--- src/rtl/afs_pkg.sv ---
`timescale 1ns/1ps
package afs_pkg;
  typedef enum logic [1:0] {
    SEQ_IDLE = 2'd0,
    SEQ_FILL = 2'd1,
    SEQ_RUN  = 2'd2
  } seq_state_t;
endpackage

--- src/rtl/afs_store.sv ---
`timescale 1ns/1ps
module afs_store #(
  parameter int DW    = 24,
  parameter int DEPTH = 16
) (
  input  logic                       clk,
  input  logic                       rst_n,
  input  logic                       flush,
  input  logic                       push,
  input  logic [DW-1:0]              wdata,
  input  logic                       pop,
  output logic [DW-1:0]              rdata,
  output logic [$clog2(DEPTH+1)-1:0] count,
  output logic                       full
);
  localparam int PW = (DEPTH > 1) ? $clog2(DEPTH) : 1;
  localparam int CW = $clog2(DEPTH + 1);

  logic [DW-1:0] mem [DEPTH];
  logic [PW-1:0] wp, rp;

  function automatic logic [PW-1:0] bump(input logic [PW-1:0] p);
    return (p == PW'(DEPTH - 1)) ? '0 : p + PW'(1);
  endfunction

  always_ff @(posedge clk) begin
    if (push) mem[wp] <= wdata;
  end

  always_ff @(posedge clk or negedge rst_n) begin
    if (!rst_n) begin
      wp    <= '0;
      rp    <= '0;
      count <= '0;
    end else if (flush) begin
      wp    <= '0;
      rp    <= '0;
      count <= '0;
    end else begin
      if (push) wp <= bump(wp);
      if (pop)  rp <= bump(rp);
      count <= count + CW'(push) - CW'(pop);
    end
  end

  assign rdata = mem[rp];
  assign full  = (count == CW'(DEPTH));
endmodule

--- src/rtl/afs_seq.sv ---
`timescale 1ns/1ps
module afs_seq
  import afs_pkg::*;
#(
  parameter int MAX_CH = 8,
  parameter int DEPTH  = 16
) (
  input  logic                                     clk,
  input  logic                                     rst_n,
  input  logic                                     arm,
  input  logic [$clog2(MAX_CH+1)-1:0]              chan_cnt,
  input  logic [$clog2(DEPTH+1)-1:0]               count,
  input  logic                                     full,
  input  logic                                     in_valid,
  input  logic                                     out_ready,
  output logic                                     flush,
  output logic                                     push,
  output logic                                     pop,
  output logic                                     in_ready,
  output logic                                     fetch_req,
  output logic                                     out_valid,
  output logic                                     out_zero,
  output logic [((MAX_CH>1)?$clog2(MAX_CH):1)-1:0] out_chan,
  output logic                                     out_last,
  output logic                                     underflow
);
  localparam int CH_W = $clog2(MAX_CH + 1);
  localparam int IX_W = (MAX_CH > 1) ? $clog2(MAX_CH) : 1;
  localparam int CW   = $clog2(DEPTH + 1);
  localparam int KW   = ((CW > CH_W) ? CW : CH_W) + 1;

  seq_state_t      st;
  logic [CH_W-1:0] cfg_ch, cfg_in;
  logic [IX_W-1:0] idx;
  logic            zero_q, uf_q;
  logic [KW-1:0]   cnt_k, cfg_k, idx_k, nxt_k, free_k;
  logic            hs, at_last, short_next;

  always_comb begin
    if (chan_cnt == '0)                  cfg_in = CH_W'(1);
    else if (chan_cnt > CH_W'(MAX_CH))   cfg_in = CH_W'(MAX_CH);
    else                                 cfg_in = chan_cnt;
  end

  assign flush      = !arm;
  assign in_ready   = (st != SEQ_IDLE) && !full;
  assign push       = in_valid && in_ready;
  assign out_valid  = (st == SEQ_RUN);
  assign hs         = out_valid && out_ready;
  assign pop        = hs && !zero_q;

  assign cnt_k      = KW'(count);
  assign cfg_k      = KW'(cfg_ch);
  assign idx_k      = KW'(idx);
  assign nxt_k      = cnt_k + KW'(push) - KW'(pop);
  assign free_k     = KW'(DEPTH) - cnt_k;
  assign at_last    = (idx_k == cfg_k - KW'(1));
  assign short_next = (nxt_k < cfg_k);

  assign fetch_req  = (st != SEQ_IDLE) && (free_k >= cfg_k);
  assign out_zero   = zero_q;
  assign out_chan   = idx;
  assign out_last   = out_valid && at_last;
  assign underflow  = uf_q;

  always_ff @(posedge clk or negedge rst_n) begin
    if (!rst_n) begin
      st     <= SEQ_IDLE;
      cfg_ch <= CH_W'(1);
      idx    <= '0;
      zero_q <= 1'b0;
      uf_q   <= 1'b0;
    end else if (!arm) begin
      st     <= SEQ_IDLE;
      idx    <= '0;
      zero_q <= 1'b0;
      uf_q   <= 1'b0;
    end else begin
      unique case (st)
        SEQ_IDLE: begin
          st     <= SEQ_FILL;
          cfg_ch <= cfg_in;
        end
        SEQ_FILL: begin
          idx    <= '0;
          zero_q <= 1'b0;
          if (cnt_k >= cfg_k) st <= SEQ_RUN;
        end
        SEQ_RUN: begin
          if (hs) begin
            if (at_last) begin
              idx    <= '0;
              zero_q <= short_next;
              if (short_next) uf_q <= 1'b1;
            end else begin
              idx <= idx + IX_W'(1);
            end
          end
        end
        default: st <= SEQ_IDLE;
      endcase
    end
  end
endmodule

--- src/rtl/afs_frame_fifo.sv ---
`timescale 1ns/1ps
module afs_frame_fifo #(
  parameter int DW     = 24,
  parameter int MAX_CH = 8,
  parameter int DEPTH  = 16
) (
  input  logic                                     clk,
  input  logic                                     rst_n,
  input  logic                                     arm,
  input  logic [$clog2(MAX_CH+1)-1:0]              chan_cnt,
  output logic                                     fetch_req,
  input  logic                                     in_valid,
  output logic                                     in_ready,
  input  logic [DW-1:0]                            in_data,
  output logic                                     out_valid,
  input  logic                                     out_ready,
  output logic [DW-1:0]                            out_data,
  output logic [((MAX_CH>1)?$clog2(MAX_CH):1)-1:0] out_chan,
  output logic                                     out_last,
  output logic                                     underflow
);
  localparam int CW = $clog2(DEPTH + 1);

  logic          flush, push, pop, full, out_zero;
  logic [CW-1:0] count;
  logic [DW-1:0] rdata;

  afs_store #(.DW(DW), .DEPTH(DEPTH)) u_store (
    .clk   (clk),
    .rst_n (rst_n),
    .flush (flush),
    .push  (push),
    .wdata (in_data),
    .pop   (pop),
    .rdata (rdata),
    .count (count),
    .full  (full)
  );

  afs_seq #(.MAX_CH(MAX_CH), .DEPTH(DEPTH)) u_seq (
    .clk       (clk),
    .rst_n     (rst_n),
    .arm       (arm),
    .chan_cnt  (chan_cnt),
    .count     (count),
    .full      (full),
    .in_valid  (in_valid),
    .out_ready (out_ready),
    .flush     (flush),
    .push      (push),
    .pop       (pop),
    .in_ready  (in_ready),
    .fetch_req (fetch_req),
    .out_valid (out_valid),
    .out_zero  (out_zero),
    .out_chan  (out_chan),
    .out_last  (out_last),
    .underflow (underflow)
  );

  assign out_data = out_zero ? '0 : rdata;
endmodule

--- config.mk ---
export PLATFORM = sky130hd
export DESIGN_NAME = afs_frame_fifo
export DESIGN_NICKNAME = d
export VERILOG_FILES = /design/src/rtl/afs_pkg.sv /design/src/rtl/afs_store.sv /design/src/rtl/afs_seq.sv /design/src/rtl/afs_frame_fifo.sv
export SDC_FILE = /design/constraint.sdc
export NUM_CORES = 1
export LEC_CHECK = 0
export BUFFER_PORTS_ARGS = -buffer_cell sky130_fd_sc_hd__buf_2
export CAP_MARGIN = 20
export CORE_MARGIN = 5
export CORE_UTILIZATION = 45
export DETAILED_ROUTE_END_ITERATION = 6
export PLACE_DENSITY_LB_ADDON = 0.15
export SLEW_MARGIN = 20
export SYNTH_ARGS = -nofsm -noshare
export SYNTH_HDL_FRONTEND = slang
export SYNTH_SLANG_ARGS = --single-unit
--- constraint.sdc ---
create_clock -name clk -period 4.55 [get_ports clk]
set_input_delay 0.2275 -clock clk [delete_from_list [all_inputs] [get_ports clk]]
set_output_delay 0.2275 -clock clk [all_outputs]
set_load 0.005 [all_outputs]
== After elaboration in Yosys (flattened, before gate mapping) ==
Memory sizes are Yosys's and may differ from the RTL's.
Index checks and enable logic that the tools add are counted.
Cells by class
  mux-type cells: 28
  order comparisons: 4
  reductions and logical operators: 16
  add/subtract/negate cells: 9
  equal/unequal tests: 17
Operators with widths (count)
  2-to-1 mux 4 bit: 8
  2-to-1 mux 24 bit: 1
  inequality test 2 x 1 -> 1 bit (second input constant): 6
  2-to-1 mux 1 bit: 10
  2-to-1 mux 3 bit: 3
  adder 4 x 1 -> 4 bit (second input constant): 2
  equality test 4 bit (second input constant): 2
  adder 5 x 1 -> 6 bit: 1
  equality test 3 x 6 -> 1 bit: 1
  >= comparator 6 x 4 -> 1 bit: 1
  logical AND 1 bit: 6
  < comparator 6 x 4 -> 1 bit: 1
  inequality test 3 bit (second input constant): 2
  case mux 2 bit (3 select lines): 1
  case mux 3 bit (2 select lines): 1
  AND reduction 2 bit: 3
  subtractor 5 x 5 -> 6 bit (first input constant): 1
  subtractor 6 x 1 -> 6 bit: 1
  adder 5 x 1 -> 5 bit: 1
  equality test 5 bit (second input constant): 1
  >= comparator 5 x 4 -> 1 bit: 1
  2-to-1 mux 5 bit: 1
  subtractor 4 x 1 -> 5 bit (second input constant): 1
  subtractor 5 x 1 -> 5 bit: 1
  other kinds (15): 17
Storage, ports and cells
  bits in registers: 24
  bits in writable memories: 384
  memories kept: 1
Memory list
  u_store.mem: depth 16, bits a word 24, rd ports 1, clocked after Yosys merged registers in 0, write ports 1, line afs_store.sv:19  | logic [DW-1:0] mem [DEPTH];

== Logic depth before layout (Yosys ltp) ==
  word-level depth: 12
  mapped depth: 18
  gate-level depth less buffers: 18

== Hierarchy ==
Synthesis repeated with hierarchy kept, for this count alone.
Second synthesis, totals
  cells, all modules: 905
  area total of the unflattened synthesis: 16955.0 µm²
Modules (own cells, without submodules)
  afs_store: times used 1, seq. area each 11856.4 µm², cells an instance 747, area an instance 15601.2 µm²
  afs_seq: times used 1, seq. area each 276.5 µm², cells an instance 132, area an instance 1141.1 µm²
  afs_frame_fifo: times used 1, seq. area each 0.0 µm², cells an instance 26, area an instance 212.7 µm²

== Least setup slack after synthesis ==
OpenSTA, ideal clock, no wires.
  path kind: register to register
  start point: reg u_store.count[1]
  end point: mem u_store.mem[3][0] (enable)
  arrival time: 3.264 ns
  clock period less this slack: 3.699 ns
  slack: 0.851 ns
  setup time: 0.435 ns
  cell stages (with the launch flop): 8
  cell sequence: dfrtp_1 inv_1 ha_1 and2_1 ha_1 nor3b_2 nand2_1 nor3_1
On the way
  longest elaborated chain between the ends: 6
Ends and longest elaborated chain
  start: declaration: line afs_store.sv:13  | output logic [$clog2(DEPTH+1)-1:0] count,
  start signal: assignment: line afs_store.sv:42  | count <= count + CW'(push) - CW'(pop);
  equality test 5 bit: line afs_store.sv:47  | assign full = (count == CW'(DEPTH));
  zero test 1 bit: line afs_seq.sv:46  | assign in_ready = (st != SEQ_IDLE) && !full;
  logical AND 1 bit: line afs_seq.sv:46
  logical AND 1 bit: line afs_seq.sv:47  | assign push = in_valid && in_ready;
  2-to-1 mux 1 bit: line afs_store.sv:27  | if (push) mem[wp] <= wdata;
  2-to-1 mux 1 bit (not written as such): line afs_store.sv:27
  end: declaration: line afs_store.sv:19
Every way passes these cells.

== Worst setup path after layout ==
  start point: reg u_store.count[1]
  end point: reg u_seq.uf_q (netlist: u_seq.underflow)
On the way
  longest elaborated chain between the ends: 9
Ends and longest elaborated chain
  equality test 5 bit: line afs_store.sv:47
  zero test 1 bit: line afs_seq.sv:46
  logical AND 1 bit: line afs_seq.sv:46
  logical AND 1 bit: line afs_seq.sv:47
  adder 5 x 1 -> 6 bit (*): line afs_seq.sv:55  | assign nxt_k = cnt_k + KW'(push) - KW'(pop);
  subtractor 6 x 1 -> 6 bit (*): line afs_seq.sv:55
  < comparator 6 x 4 -> 1 bit (*): line afs_seq.sv:58  | assign short_next = (nxt_k < cfg_k);
  inequality test 2 x 1 -> 1 bit (no line) (*)
  AND reduction 4 bit (no line) (*)
  end signal: assignment: line afs_seq.sv:72  | uf_q <= 1'b0;
  end signal: assignment: line afs_seq.sv:77  | uf_q <= 1'b0;
  end signal: assignment: line afs_seq.sv:94  | if (short_next) uf_q <= 1'b1;
  end: declaration: line afs_seq.sv:35  | logic zero_q, uf_q;
Every way passes the cells marked *; elsewhere a longest branch is shown, timed or not.
A chain may end at the register's enable or synchronous reset.

==> results.json <==
{
  "dpl.hpwl_mm": 20.0,
  "slew_viol_final": 0,
  "outcome": "finished clean",
  "groute.usage.overall_pct": 17.8,
  "rsz0062_at_grt": "false",
  "avgSynthCellArea_sq_um": 21.2,
  "ioPinCount": 65,
  "yosysSeqAreaShare_pct": 74.0,
  "synth_compound_area_share_pct": 1.68,
  "cp_data_required_time_ns": 5.03,
  "finalCritPeriodShare_pct": 92.0,
  "min_to": "u_store.mem[5][15]",
  "synth-main-ff-cell": "edfxtp_1",
  "p_leak_nw": 6.07,
  "drt_iter0_drc": 716,
  "cp_data_arrival_time_ns": 4.67,
  "utilization_pct": 52.8,
  "grt_pass1_wl_mm": 54.1,
  "finalSetupViolations": 0,
  "yosysTopAreaCell": "edfxtp_1",
  "ys_ff_latch": 408,
  "core_sq_mm": 0.0357,
  "post-cts-setup-buffer-count": 0,
  "maxSlewHeadroom_pct": 33.0,
  "final-hold-violation-count": 0,
  "max_freq_mhz": 239,
  "ir_drop_v": 0.000291,
  "grt_start_max_net_pins": 62,
  "grt_pass1_vias": 8517,
  "routed_via_density": 5.77,
  "timing.rr.start": "u_store.count[1]",
  "whs_ns": 0.0347,
  "worstHoldPathType": "primary input to register",
  "comb_power_share_pct": 15.6,
  "chipWidth_microns": 201,
  "cts_tree": "built",
  "power.total_mw": 9.06,
  "htreeDepth": 2,
  "rr_worst_depth": 17,
  "powerDensity_mw_per_mm2": 480,
  "p_sw_mw": 2.25,
  "drc": 0,
  "seqPwrFrac_pct": 48.0,
  "rows": 69,
  "path_cells": "inv_1, ha_1, and2_1, ha_1, nor3b_4, inv_1, ha_1, inv_1, ha_1, inv_1, fa_1, xor2_1, ha_1, o21ai_0, a21oi_1, nor4_1, a32o_1",
  "syn-cell-area_sq_mm": 0.0164,
  "path_max_fanout": 8,
  "synth_edf_count": 384,
  "start_util_pct": 45.8,
  "cts_buffer_depth": 3,
  "numClockSinks": 408,
  "routed_wirelength_mm": 35.7,
  "die_height_microns": 201,
  "antenna_found_initial": 2,
  "tightest_slew_ns": 1.00,
  "critPathSlowestCell": "dfrtp_1",
  "overflow": 0,
  "path_clk_slew_ns": 0.06,
  "synthSimpleGateAreaFrac_pct": 3.40,
  "cts_buffers": 43,
  "clock_latency_ns": 0.56,
  "cp_common_cell": "ha_1",
  "place_congestion": 0.778,
  "tns_ns": 0,
  "yosysWarningCount": 0,
  "synth_fp_nets": 836,
  "cts_root_buf": "clkbuf_16",
  "netlist.area_leader.share_pct": 70.4,
  "io_buffers": 64,
  "final.min_clock_period_ns": 4.19,
  "vias": 7916,
  "drt-pass1-iter-count": 5,
  "syn_inst": 774,
  "maxCapViolations": 0,
  "ff2ff_setup_slack_ns": 0.36,
  "worstHoldPathCells": 1,
  "p_sw_share_pct": 24.8,
  "fp.dieArea_sq_mm": 0.0403,
  "power_frac_clock_pct": 36.4,
  "area_growth_pct": 15.2,
  "worstSetupPathType": "register to register",
  "layout.nets": 941,
  "fillers": 2801,
  "end_kind": "register",
  "synth-adder-area-share_pct": 2.26,
  "synth_cell_types": 44,
  "synth_top_family_by_area": "multiplexers",
  "drive_gt1_share_pct": 32.4,
  "drtAntennaViolNets": 0,
  "startpoint_type": "register",
  "wl_per_cell_microns": 26.0,
  "yosys.area_share.xor_xnor_pct": 0.588,
  "antenna_cells": 0,
  "async_flop_share_pct": 5.88,
  "synth_area_leaders": "edfxtp_1 70%, mux4_2 16%, dfrtp_1 3.5%",
  "min-delay-start": "in_data[15]",
  "intPower_mw": 6.81,
  "slowest_delay_ns": 0.44,
  "muxShareOfSynthArea_pct": 16.6,
  "finClkSkew_ns": 0.0233,
  "r2r_end": "u_seq.underflow"
}
[flip-flops by register name, summed over array words and instances, names as in the netlist]
| register | cells |
|---|---|
| u_seq.cfg_ch | 4 |
| u_seq.out_chan | 3 |
| u_seq.out_zero | 1 |
| u_seq.st | 2 |
| u_seq.underflow | 1 |
| u_store.count | 5 |
| u_store.mem | 384 |
| u_store.rp | 4 |
| u_store.wp | 4 |
[cell type report]
cell class | count | area (sq um) | area share, %
tap | 461 | 577 | 3.05
multi-input combinational | 313 | 4070 | 21.5
timing repair buffer | 95 | 691 | 3.66
inverter | 18 | 67.6 | 0.358
clock buffer | 56 | 1130 | 6.01
clock inverter | 21 | 204 | 1.08
sequential | 408 | 12100 | 64.3
[through the flow]
step / setup WS [ns] / cell area (sq um) / instances
after floorplan: 0.851 / 16400 / 774
after CTS: 0.305 / 18900 / 1372
after global placement: 0.576 / 17500 / 1290
after global routing: 0.0632 / 18900 / 1372
final: 0.362 / 18900 / 1372
after detailed placement: 0.331 / 17500 / 1290
[cells in the mapped netlist (all sizes together) (4+ instances only)]
library cell  number
nor2              26
mux4             120
nand2             23
inv               18
nand3              6
xor2               4
buf               20
nor2b             27
nor3               5
ha                28
xnor2              7
nand2b             7
clkbuf            15
a21oi             13
edfxtp           384
and2               5
o21ai             12
dfrtp             23
[cell families after synthesis]
group | count (synthesis)
buf+inv | 53
flops | 408
compound gates | 43
fa+ha+maj | 29
xor+xnor | 11
mux | 121
simple gates | 109
[routing by layer]
layer,up-vias,routed length (microns),global-route usage (%),share of wire [%]
li1,3387,-,-,-
met2,226,18100,30.1,51
met5,-,23,0,0.064
met4,4,563,4.23,1.6
met1,4250,15100,24.5,42
met3,49,1870,3.44,5.2
[how the worst max path moves through the flow]
stage	slack, ns	from	to
after floorplan	0.85	u_store.count[1]	u_store.mem[3][0]
after detailed placement	0.33	u_store.count[1]	u_seq.underflow
final	0.36	u_store.count[1]	u_seq.underflow
after CTS	0.31	u_store.count[1]	u_seq.underflow
after global placement	0.58	u_store.count[1]	u_seq.underflow
after global routing	0.06	u_store.count[1]	u_seq.underflow
[placed cells by master (no fill, tap or decap), drive strengths merged, types with 19 or more instances in the layout]
master and instances:
inv 19, nor2b 27, ha 28, nand2 23, edfxtp 384, mux4 120
dfrtp 23, nor2 26, buf 90, clkbuf 56
[critical path, delay by kind of cell, from the launching register on]
family                     cells  cell delay (ns)
DFF                            1             0.44
buffers and inverters          4             0.41
AOI/OAI and AO/OA              3             0.58
and+or+nand+nor                3             0.85
adders and majority gates      6             1.64
xor gates and xnor gates       1             0.19
[timing repair]
action,4_1_cts,5_1_grt
setup endpoints to repair,0,2
endpoints found under the hold margin,27,0
hold buffers,5,0
gates resized for setup,0,1
[power groups by stage]
stage | clock network (mW) | logic [mW] | registers [mW]
after floorplan | 0 | 0.995 | 4.38
after global placement | 0 | 1.36 | 4.42
after detailed placement | 0 | 1.40 | 4.43
after CTS | 3.37 | 1.42 | 4.36
after global routing | 3.53 | 1.58 | 4.37
final | 3.30 | 1.41 | 4.35
No activity file was read; power rests on OpenSTA's default activity.
